[src/rtl/sir_pkg.sv]
package sir_pkg;

  typedef struct packed {
    logic active;     // infrared path selected and UART enabled
    logic loopback;   // encoder output routed into decoder
    logic low_power;  // fixed-width pulse mode
  } sir_cfg_t;

  function automatic sir_cfg_t decode_cfg(input logic uart_en, input logic sir_en,
                                          input logic lp_mode, input logic loop_en,
                                          input logic sir_test);
    sir_cfg_t c;
    c.active    = uart_en & sir_en;
    c.loopback  = uart_en & sir_en & loop_en & sir_test;
    c.low_power = lp_mode;
    return c;
  endfunction

endpackage

[src/rtl/sir_encoder.sv]
module sir_encoder #(
  parameter int TICKS_PER_BIT = 16,
  parameter int PULSE_TICKS   = 3,
  parameter int LP_TICKS      = 3
) (
  input  logic clk,
  input  logic rst,
  input  logic tick,
  input  logic lp_tick,
  input  logic active,
  input  logic low_power,
  input  logic tx_bit,
  output logic pulse,
  output logic busy
);
  localparam int PW = $clog2(TICKS_PER_BIT);
  localparam int LW = $clog2(LP_TICKS + 1);
  localparam logic [PW-1:0] PH_LAST = PW'(TICKS_PER_BIT - 1);
  localparam logic [PW-1:0] PH_OFF  = PW'(PULSE_TICKS);
  localparam logic [LW-1:0] LP_LAST = LW'(LP_TICKS - 1);

  logic [PW-1:0] ph;
  logic [LW-1:0] lp_cnt;
  logic          lp_q;
  logic          window_start;

  assign window_start = tick && (!busy || ph == '0);

  always_ff @(posedge clk) begin
    if (rst || !active) begin
      pulse  <= 1'b0;
      busy   <= 1'b0;
      ph     <= '0;
      lp_cnt <= '0;
      lp_q   <= 1'b0;
    end else if (window_start) begin
      if (!tx_bit) begin
        busy   <= 1'b1;
        ph     <= PW'(1);
        pulse  <= 1'b1;
        lp_q   <= low_power;
        lp_cnt <= '0;
      end else begin
        busy  <= 1'b0;
        ph    <= '0;
        pulse <= 1'b0;
      end
    end else begin
      if (tick && busy) ph <= (ph == PH_LAST) ? '0 : ph + 1'b1;
      if (pulse && !lp_q && tick && busy && ph == PH_OFF) pulse <= 1'b0;
      if (pulse && lp_q && lp_tick) begin
        if (lp_cnt == LP_LAST) pulse <= 1'b0;
        else lp_cnt <= lp_cnt + 1'b1;
      end
    end
  end

endmodule

[src/rtl/sir_decoder.sv]
module sir_decoder #(
  parameter int TICKS_PER_BIT = 16,
  parameter int SYNC_STAGES   = 2
) (
  input  logic clk,
  input  logic rst,
  input  logic tick,
  input  logic active,
  input  logic loopback,
  input  logic enc_pulse,
  input  logic enc_busy,
  input  logic ir_rx_n,
  output logic zero_hold
);
  localparam int HW = $clog2(TICKS_PER_BIT);
  localparam logic [HW-1:0] H_LAST = HW'(TICKS_PER_BIT - 1);

  logic [SYNC_STAGES-1:0] sync_q;
  logic                   src_n;
  logic                   light;
  logic                   seen;
  logic                   taken;
  logic                   accept;
  logic [HW-1:0]          hcnt;

  // test loopback: emitter drive inverted into the active-low receive path
  assign src_n = loopback ? ~enc_pulse : ir_rx_n;

  always_ff @(posedge clk) begin
    if (rst) sync_q <= '1;
    else     sync_q <= {sync_q[SYNC_STAGES-2:0], src_n};
  end

  // half duplex: deaf while own zero bit is on air, unless looped back
  assign light  = ~sync_q[SYNC_STAGES-1] && (loopback || !enc_busy);
  assign accept = light && seen && !taken;

  always_ff @(posedge clk) begin
    if (rst || !active) begin
      seen      <= 1'b0;
      taken     <= 1'b0;
      zero_hold <= 1'b0;
      hcnt      <= '0;
    end else if (tick) begin
      seen  <= light;
      taken <= light && (taken || seen);
      if (accept) begin
        zero_hold <= 1'b1;
        hcnt      <= '0;
      end else if (zero_hold) begin
        if (hcnt == H_LAST) zero_hold <= 1'b0;
        else hcnt <= hcnt + 1'b1;
      end
    end
  end

endmodule

[src/rtl/sir_codec.sv]
module sir_codec
  import sir_pkg::*;
#(
  parameter int TICKS_PER_BIT = 16,
  parameter int PULSE_TICKS   = 3,
  parameter int LP_TICKS      = 3,
  parameter int SYNC_STAGES   = 2,
  parameter int MODEM_W       = 4
) (
  input  logic               clk,
  input  logic               rst,
  input  logic               baud16_tick,
  input  logic               lp_tick,
  input  logic               uart_en,
  input  logic               sir_en,
  input  logic               lp_mode,
  input  logic               loop_en,
  input  logic               sir_test,
  input  logic               uart_tx_bit,
  input  logic               plain_rxd,
  input  logic [MODEM_W-1:0] modem_pin,
  input  logic               ir_rx_n,
  output logic               ir_tx,
  output logic               txd_pin,
  output logic               rxd_core,
  output logic [MODEM_W-1:0] modem_core
);
  sir_cfg_t cfg;
  logic     enc_pulse;
  logic     enc_busy;
  logic     zero_hold;

  assign cfg = decode_cfg(uart_en, sir_en, lp_mode, loop_en, sir_test);

  sir_encoder #(
    .TICKS_PER_BIT(TICKS_PER_BIT),
    .PULSE_TICKS  (PULSE_TICKS),
    .LP_TICKS     (LP_TICKS)
  ) u_enc (
    .clk      (clk),
    .rst      (rst),
    .tick     (baud16_tick),
    .lp_tick  (lp_tick),
    .active   (cfg.active),
    .low_power(cfg.low_power),
    .tx_bit   (uart_tx_bit),
    .pulse    (enc_pulse),
    .busy     (enc_busy)
  );

  sir_decoder #(
    .TICKS_PER_BIT(TICKS_PER_BIT),
    .SYNC_STAGES  (SYNC_STAGES)
  ) u_dec (
    .clk      (clk),
    .rst      (rst),
    .tick     (baud16_tick),
    .active   (cfg.active),
    .loopback (cfg.loopback),
    .enc_pulse(enc_pulse),
    .enc_busy (enc_busy),
    .ir_rx_n  (ir_rx_n),
    .zero_hold(zero_hold)
  );

  assign ir_tx = enc_pulse;

  always_ff @(posedge clk) begin
    if (rst) begin
      txd_pin    <= 1'b1;
      rxd_core   <= 1'b1;
      modem_core <= '1;
    end else begin
      txd_pin    <= cfg.active ? 1'b1 : uart_tx_bit;
      rxd_core   <= cfg.active ? ~zero_hold : plain_rxd;
      modem_core <= cfg.active ? {MODEM_W{1'b1}} : modem_pin;
    end
  end

endmodule

[config.mk]
export PLATFORM = sky130hd
export DESIGN_NAME = sir_codec
export DESIGN_NICKNAME = d
export VERILOG_FILES = /design/src/rtl/sir_pkg.sv /design/src/rtl/sir_encoder.sv /design/src/rtl/sir_decoder.sv /design/src/rtl/sir_codec.sv
export SDC_FILE = /design/constraint.sdc
export NUM_CORES = 1
export LEC_CHECK = 0
export BUFFER_PORTS_ARGS = -buffer_cell sky130_fd_sc_hd__buf_2
export CORE_MARGIN = 2
export CORE_UTILIZATION = 35
export CTS_CLUSTER_DIAMETER = 120
export CTS_CLUSTER_SIZE = 30
export DETAILED_ROUTE_END_ITERATION = 8
export GPL_ROUTABILITY_DRIVEN = 0
export GPL_TIMING_DRIVEN = 0
export SLEW_MARGIN = 20
export SYNTH_ARGS = -nofsm -noshare
export SYNTH_HDL_FRONTEND = slang
export SYNTH_SLANG_ARGS = --single-unit
export TNS_END_PERCENT = 20
[constraint.sdc]
create_clock -name clk -period 2.4 [get_ports clk]
set_clock_uncertainty 0.2 [all_clocks]
set_input_delay 0.48 -clock clk [delete_from_list [all_inputs] [get_ports clk]]
set_output_delay 0.48 -clock clk [all_outputs]
set_load 0.03 [all_outputs]
# After elaboration in Yosys (flattened, before gate mapping)
# Index checks and enable logic that the tools add are counted.
[totals] ff_bits=24 in_bits=16 word_cells=79
[classes] add_sub_neg=3 eq_ne=7 n_mux=21 bitwise_logic=7 reduce_logical=28
[op_table] op="two-way mux 4 bit" n=6
[op_table] op="logical AND 1 bit" n=12
[op_table] op="two-way mux 1 bit" n=11
[op_table] op="adder 4 x 1 -> 4 bit, second input constant" n=2
[op_table] op="equality test 4 bit, second input constant" n=2
[op_table] op="two-way mux 2 bit" n=4
[op_table] op="AND reduction 3 bit" n=2
[op_table] op="nonzero test 2 bit" n=3
[op_table] op="equality test 4 x 2 -> 1 bit, second input constant" n=1
[op_table] op="zero test 1 bit" n=4
[op_table] op="zero test 4 bit" n=1
[op_table] op="logical OR 1 bit" n=4
[op_table] op="!= test 2 x 1 -> 1 bit, second input constant" n=2
[op_table] op="NOT 1 bit" n=4
[op_table] op="bitwise AND 1 bit" n=3
[op_table] op="adder 2 x 1 -> 2 bit, second input constant" n=1
[op_table] op="equality test 2 bit, second input constant" n=1
[op_table] op="!= test 2 bit, second input constant" n=1
[op_table] op="AND reduction 2 bit" n=1
[op_table] op="OR reduction 2 bit" n=1

# Longest topological paths before layout
[logic_depth] word_depth=9 ltp_mapped=6 depth_no_buf=6

# Modules after synthesis
# Synthesis repeated with hierarchy kept, for this count alone.
[unflattened] hier_cells=117 area_unflattened_um2=1108.6
[modules_own_cells] mod="sir_encoder" instances=1 cells_each=57 area_per_inst_um2=494.2
[modules_own_cells] mod="sir_decoder" instances=1 cells_each=44 area_per_inst_um2=425.4
[modules_own_cells] mod="sir_codec" instances=1 cells_each=16 area_per_inst_um2=188.9

# Worst setup path after synthesis
# OpenSTA, ideal clock, no wires.
[synth_timing] path_type="register to register" from="register u_enc.ph[0]" to="register u_enc.pulse" arrival_ns=1.485 t_required_ns=2.085 path_slack_ns=0.601 path_stages_with_launch=7 path_buffers=0 synth_period_minus_slack_ns=1.799 path_cell_list="dfxtp_1 -> inv_1 -> ha_1 -> or3b_4 -> a21boi_4 -> and4b_1 -> o21a_1"
[synth_between] elab_chain_len=6 elab_cells_between_ends=9 classes_between="eq/ne (1); mux (4); reduce/logical (4)"
[synth_rtl] item="start, declared" line_no="sir_encoder.sv:22" text="logic [PW-1:0] ph;"
[synth_rtl] item="start signal, assigned" line_no="sir_encoder.sv:49" text="if (tick && busy) ph <= (ph == PH_LAST) ? '0 : ph + 1'b1;"
[synth_rtl] item="equality test 4 x 2 -> 1 bit" line_no="sir_encoder.sv:50" text="if (pulse && !lp_q && tick && busy && ph == PH_OFF) pulse <= 1'b0;"
[synth_rtl] item="logical AND 1 bit" line_no="sir_encoder.sv:50"
[synth_rtl] item="two-way mux 1 bit" line_no="sir_encoder.sv:50"
[synth_rtl] item="two-way mux 1 bit" line_no="sir_encoder.sv:52" text="if (lp_cnt == LP_LAST) pulse <= 1'b0;"
[synth_rtl] item="two-way mux 1 bit" line_no="sir_encoder.sv:51" text="if (pulse && lp_q && lp_tick) begin"
[synth_rtl] item="two-way mux 1 bit (*)" line_no="sir_encoder.sv:36" text="end else if (window_start) begin"
[synth_rtl] item="end signal, assigned" line_no="sir_encoder.sv:40" text="pulse <= 1'b1;"
[synth_rtl] item="end signal, assigned" line_no="sir_encoder.sv:50"
[synth_rtl] item="end signal, assigned" line_no="sir_encoder.sv:52"
[synth_rtl] item="end, declared" line_no="sir_encoder.sv:13" text="output logic pulse,"
# Every way passes the cells marked *; elsewhere a longest branch is shown, timed or not.
# A chain may end at the register's enable or synchronous reset.

# Worst setup path in the final report
# Ends and elaborated chain as after synthesis.

==> summary.txt <==
Worst hold path
  • Hold Path Depth: 2
  • Hold endpoint: modem_core[3]
  • Hold_sp: modem_pin[3]
  • Worst min path class: in2reg

Timing
  • Fin crit period: 1.93 ns
  • Setup TNS: 0 ns
  • RSZ-0062 raised after global routing: no
  • Highest Clock Rate: 0.519 GHz
  • Setup-failing EPs final: 0
  • Actual slew at the worst max-slew pin: around 0.49 ns
  • Part of the cycle the worst path needs: 0.803
  • Final Hold Viols: 0
  • Final Max Slew Viols: 0
  • Max_slew headroom: 0.669

Worst setup path
  • Buffers and inverters on the worst path: 1
  • Setup CP Type: reg2reg
  • Worst path arrival time: 1.95 ns
  • CP Depth: 6
  • CP delay by family, top: simple AND/OR/NAND/NOR gates
  • Worst R2R Setup Slack: 0.47 ns
  • Crit path max-delay cell type: or3b_4
  • Critical path endpoint category: register
  • CP startpoint kind: register
  • Req. time, crit path: 2.42 ns
  • Reg-to-reg startpoint: u_enc.ph[0]
  • Crit-path max cell delay: about 0.41 ns
  • Worst flop-to-flop path endpoint: u_enc.pulse
  • CP cell instances: inv_1, ha_1, or3b_4, a21boi_4, and4b_1, o21a_1
  • Worst Path Max Fanout: 8
  • Worst Reg2Reg Path Length in Cells: 6

Route
  • Routed vias: 922
  • WL final: 2160 um
  • DRT Pass-1 Iters: 4
  • Length of routed met2 wiring: 1070 um
  • Routed Antenna Nets: 0
  • M1 WL: 992 um
  • Drt wl/cell: around 13 um
  • Initial DRC count: 24
  • DR top layer: met4
  • Vias/cell: 5.46
  • Met3 Routed Length: 74 um
  • DRC viols: 0

Synthesis
  • Top cell type's share of synthesized area: 0.445
  • EDFF count, synth: 0
  • Area contributors post-synth: dfxtp_1 44%, ha_1 4.6%, nand2b_1 4.6%
  • Largest family of logic cells by synthesized area: simple AND/OR/NAND/NOR gates
  • Mean Syn Cell Area: ~10 sq um
  • Warnings from Yosys: 0
  • Post-Synth Adder-Cell Area: 0.0463
  • Post-synthesis compound-gate area fraction: 0.214
  • Most used DFF post-synth: dfxtp_1
  • Syn nets: 130
  • Flops & latches, synth: 24
  • Synth async-reset ratio: 0
  • Seq/Total Area, Yosys: 0.445
  • Post-Syn Area: about 1100 sq um
  • Cells after synthesis: 110
  • XOR/XNOR share of the synthesized area: 0.00811
  • Synth area leader: dfxtp_1
  • Synth unique cells: 39
  • Mux share of post-synthesis cell area: 0.0278
  • Simple logic cell fraction of the synthesized area: 0.233

Die
  • DIE HEIGHT: 59.5 um
  • Core Box Area: 3000 sq um
  • Row count: 20
  • Initial Util: 0.360
  • Die area: 3550 sq um
  • Chip width: approximately 60 um
  • # IOs: 23

Clocking
  • Clock insertion delay at the later pin of the skew report: a little over 0.3 ns
  • H-Tree Depth: 1
  • CTS Buffer Depth: 2
  • # hold bufs at CTS: 0
  • TritonCTS clock tree: built
  • Root Driver: clkbuf_4
  • Clk sinks: 24
  • TritonCTS Buffers: 3
  • Resized cells post-CTS: 0
  • Post-CTS Setup Bufs: 0
  • CTS clock-pin slew for the worst setup and hold paths: 0.13 ns

Layout
  • Core Util, Final: 0.422
  • Diodes inserted: 0
  • P&R area growth vs syn: 17.4%
  • Most common cell after layout, fill and taps aside: dfxtp_1
  • Nets: 157
  • Share of cells above drive strength 1: 0.235
  • Most frequent cells in the layout: 24 x dfxtp_1, 23 x buf_2, 8 x a21oi_1, 8 x nand2b_1

Global route
  • Initial antenna violation count: 0
  • Vias in the first global route: roughly 860
  • Total grt overflow: 0
  • Largest net degree at the start of global routing: 14
  • Global-route wire length before repair: 3660 um
  • Total track usage: 0.135

Placed design
  • HPWL after DPL: 1650 um
  • Port Buf Inserts: 22

Power
  • VDD IR-drop max: 0.350 mV
  • Leakage: 0.480 nW
  • PwrDens: 544 nW/um^2

Run status
  • Status: finished clean

Run
  • Max-cap viol count: 0
layout make-up:
class	count	area [sq um]
clock buffer	4	36.3
tap	33	41.3
inverter	4	15.0
fill	311	1740
sequential	24	480
buffer	3	12.5
multi-input combinational	79	572
timing repair buffer	22	110
cell families (layout without fill, tap and decap cells):
logic type                 count (synthesis)  after routing
adders and majority gates                  4              4
muxes                                      3              3
buffers and inverters                      7             33
and+or+nand+nor                           42             42
AOI/OAI and AO/OA                         29             29
DFF                                       24             24
xor gates and xnor gates                   1              1
layer usage:
metal,up-vias,GRT usage
met5,-,0
met4,0,0.0190
met3,2,0.0480
met2,15,0.242
met1,442,0.157
li1,463,-
worst register-to-register path, delay by kind of cell, from the launching register on:
| kind | cells | cell delay, ns |
|---|---|---|
| flip-flops | 1 | 0.37 |
| adder cells (fa/ha/maj) | 1 | 0.14 |
| AO/OA/AOI/OAI | 2 | 0.41 |
| buffers and inverters | 1 | 0.09 |
| AND/OR/NAND/NOR | 2 | 0.63 |
per-stage QoR:
step                      area (sq um)  std cells  hold WS (ns)  total power (W)  setup WS, ns
after floorplan                   1080        110         0.189         0.000460         0.601
after global placement            1230        165         0.193         0.000487         0.306
after detailed placement          1230        165         0.197         0.000488         0.301
after CTS                         1270        169         0.130         0.000700         0.451
after global routing              1270        169         0.118         0.000723         0.313
final                             1270        169         0.142         0.000689         0.472
sequential cells by signal, summed over array words and instances, names as in the netlist:
| signal | count |
|---|---|
| u_enc.ph | 4 |
| rxd_core | 1 |
| modem_core | 4 |
| u_enc.pulse | 1 |
| u_enc.lp_q | 1 |
| u_dec.taken | 1 |
| u_dec.sync_q | 2 |
| u_dec.zero_hold | 1 |
| u_dec.hcnt | 4 |
| u_enc.lp_cnt | 2 |
| txd_pin | 1 |
| u_enc.busy | 1 |
| u_dec.seen | 1 |
power by group:
part	leakage [nW]	internal (W)	total, W	switching (W)
Combinational	0.264	0.0000271	0.0000678	0.0000408
Clock	0.0210	0.0000926	0.000211	0.000118
Sequential	0.196	0.000407	0.000411	0.00000354
how the worst max path moves through the flow:
stage                 from              end  slack [ns]
2_1_floorplan  u_enc.ph[0]      u_enc.pulse        0.60
3_3_place_gp       uart_en    u_dec.hcnt[1]        0.31
3_5_place_dp       uart_en    u_dec.hcnt[1]        0.30
4_1_cts        u_enc.ph[0]      u_enc.pulse        0.45
5_1_grt        u_enc.ph[0]  u_enc.lp_cnt[0]        0.31
6_report       u_enc.ph[0]      u_enc.pulse        0.47
cells in the mapped netlist (2+ instances only):
cell type and number:
a21oi_1 8, and2_1 2, ha_1 4, nand2_1 4
o21ai_0 3, a211oi_1 2, nand4_1 2, inv_1 4
mux2i_1 3, dfxtp_1 24, nor4_1 2, or4_1 3
a21o_1 2, nand3_1 5, nand2b_1 8, nor2_1 5
nor3_1 4, a31oi_1 2, clkbuf_1 2, a211o_1 2
(Power assumes the default switching activity.)
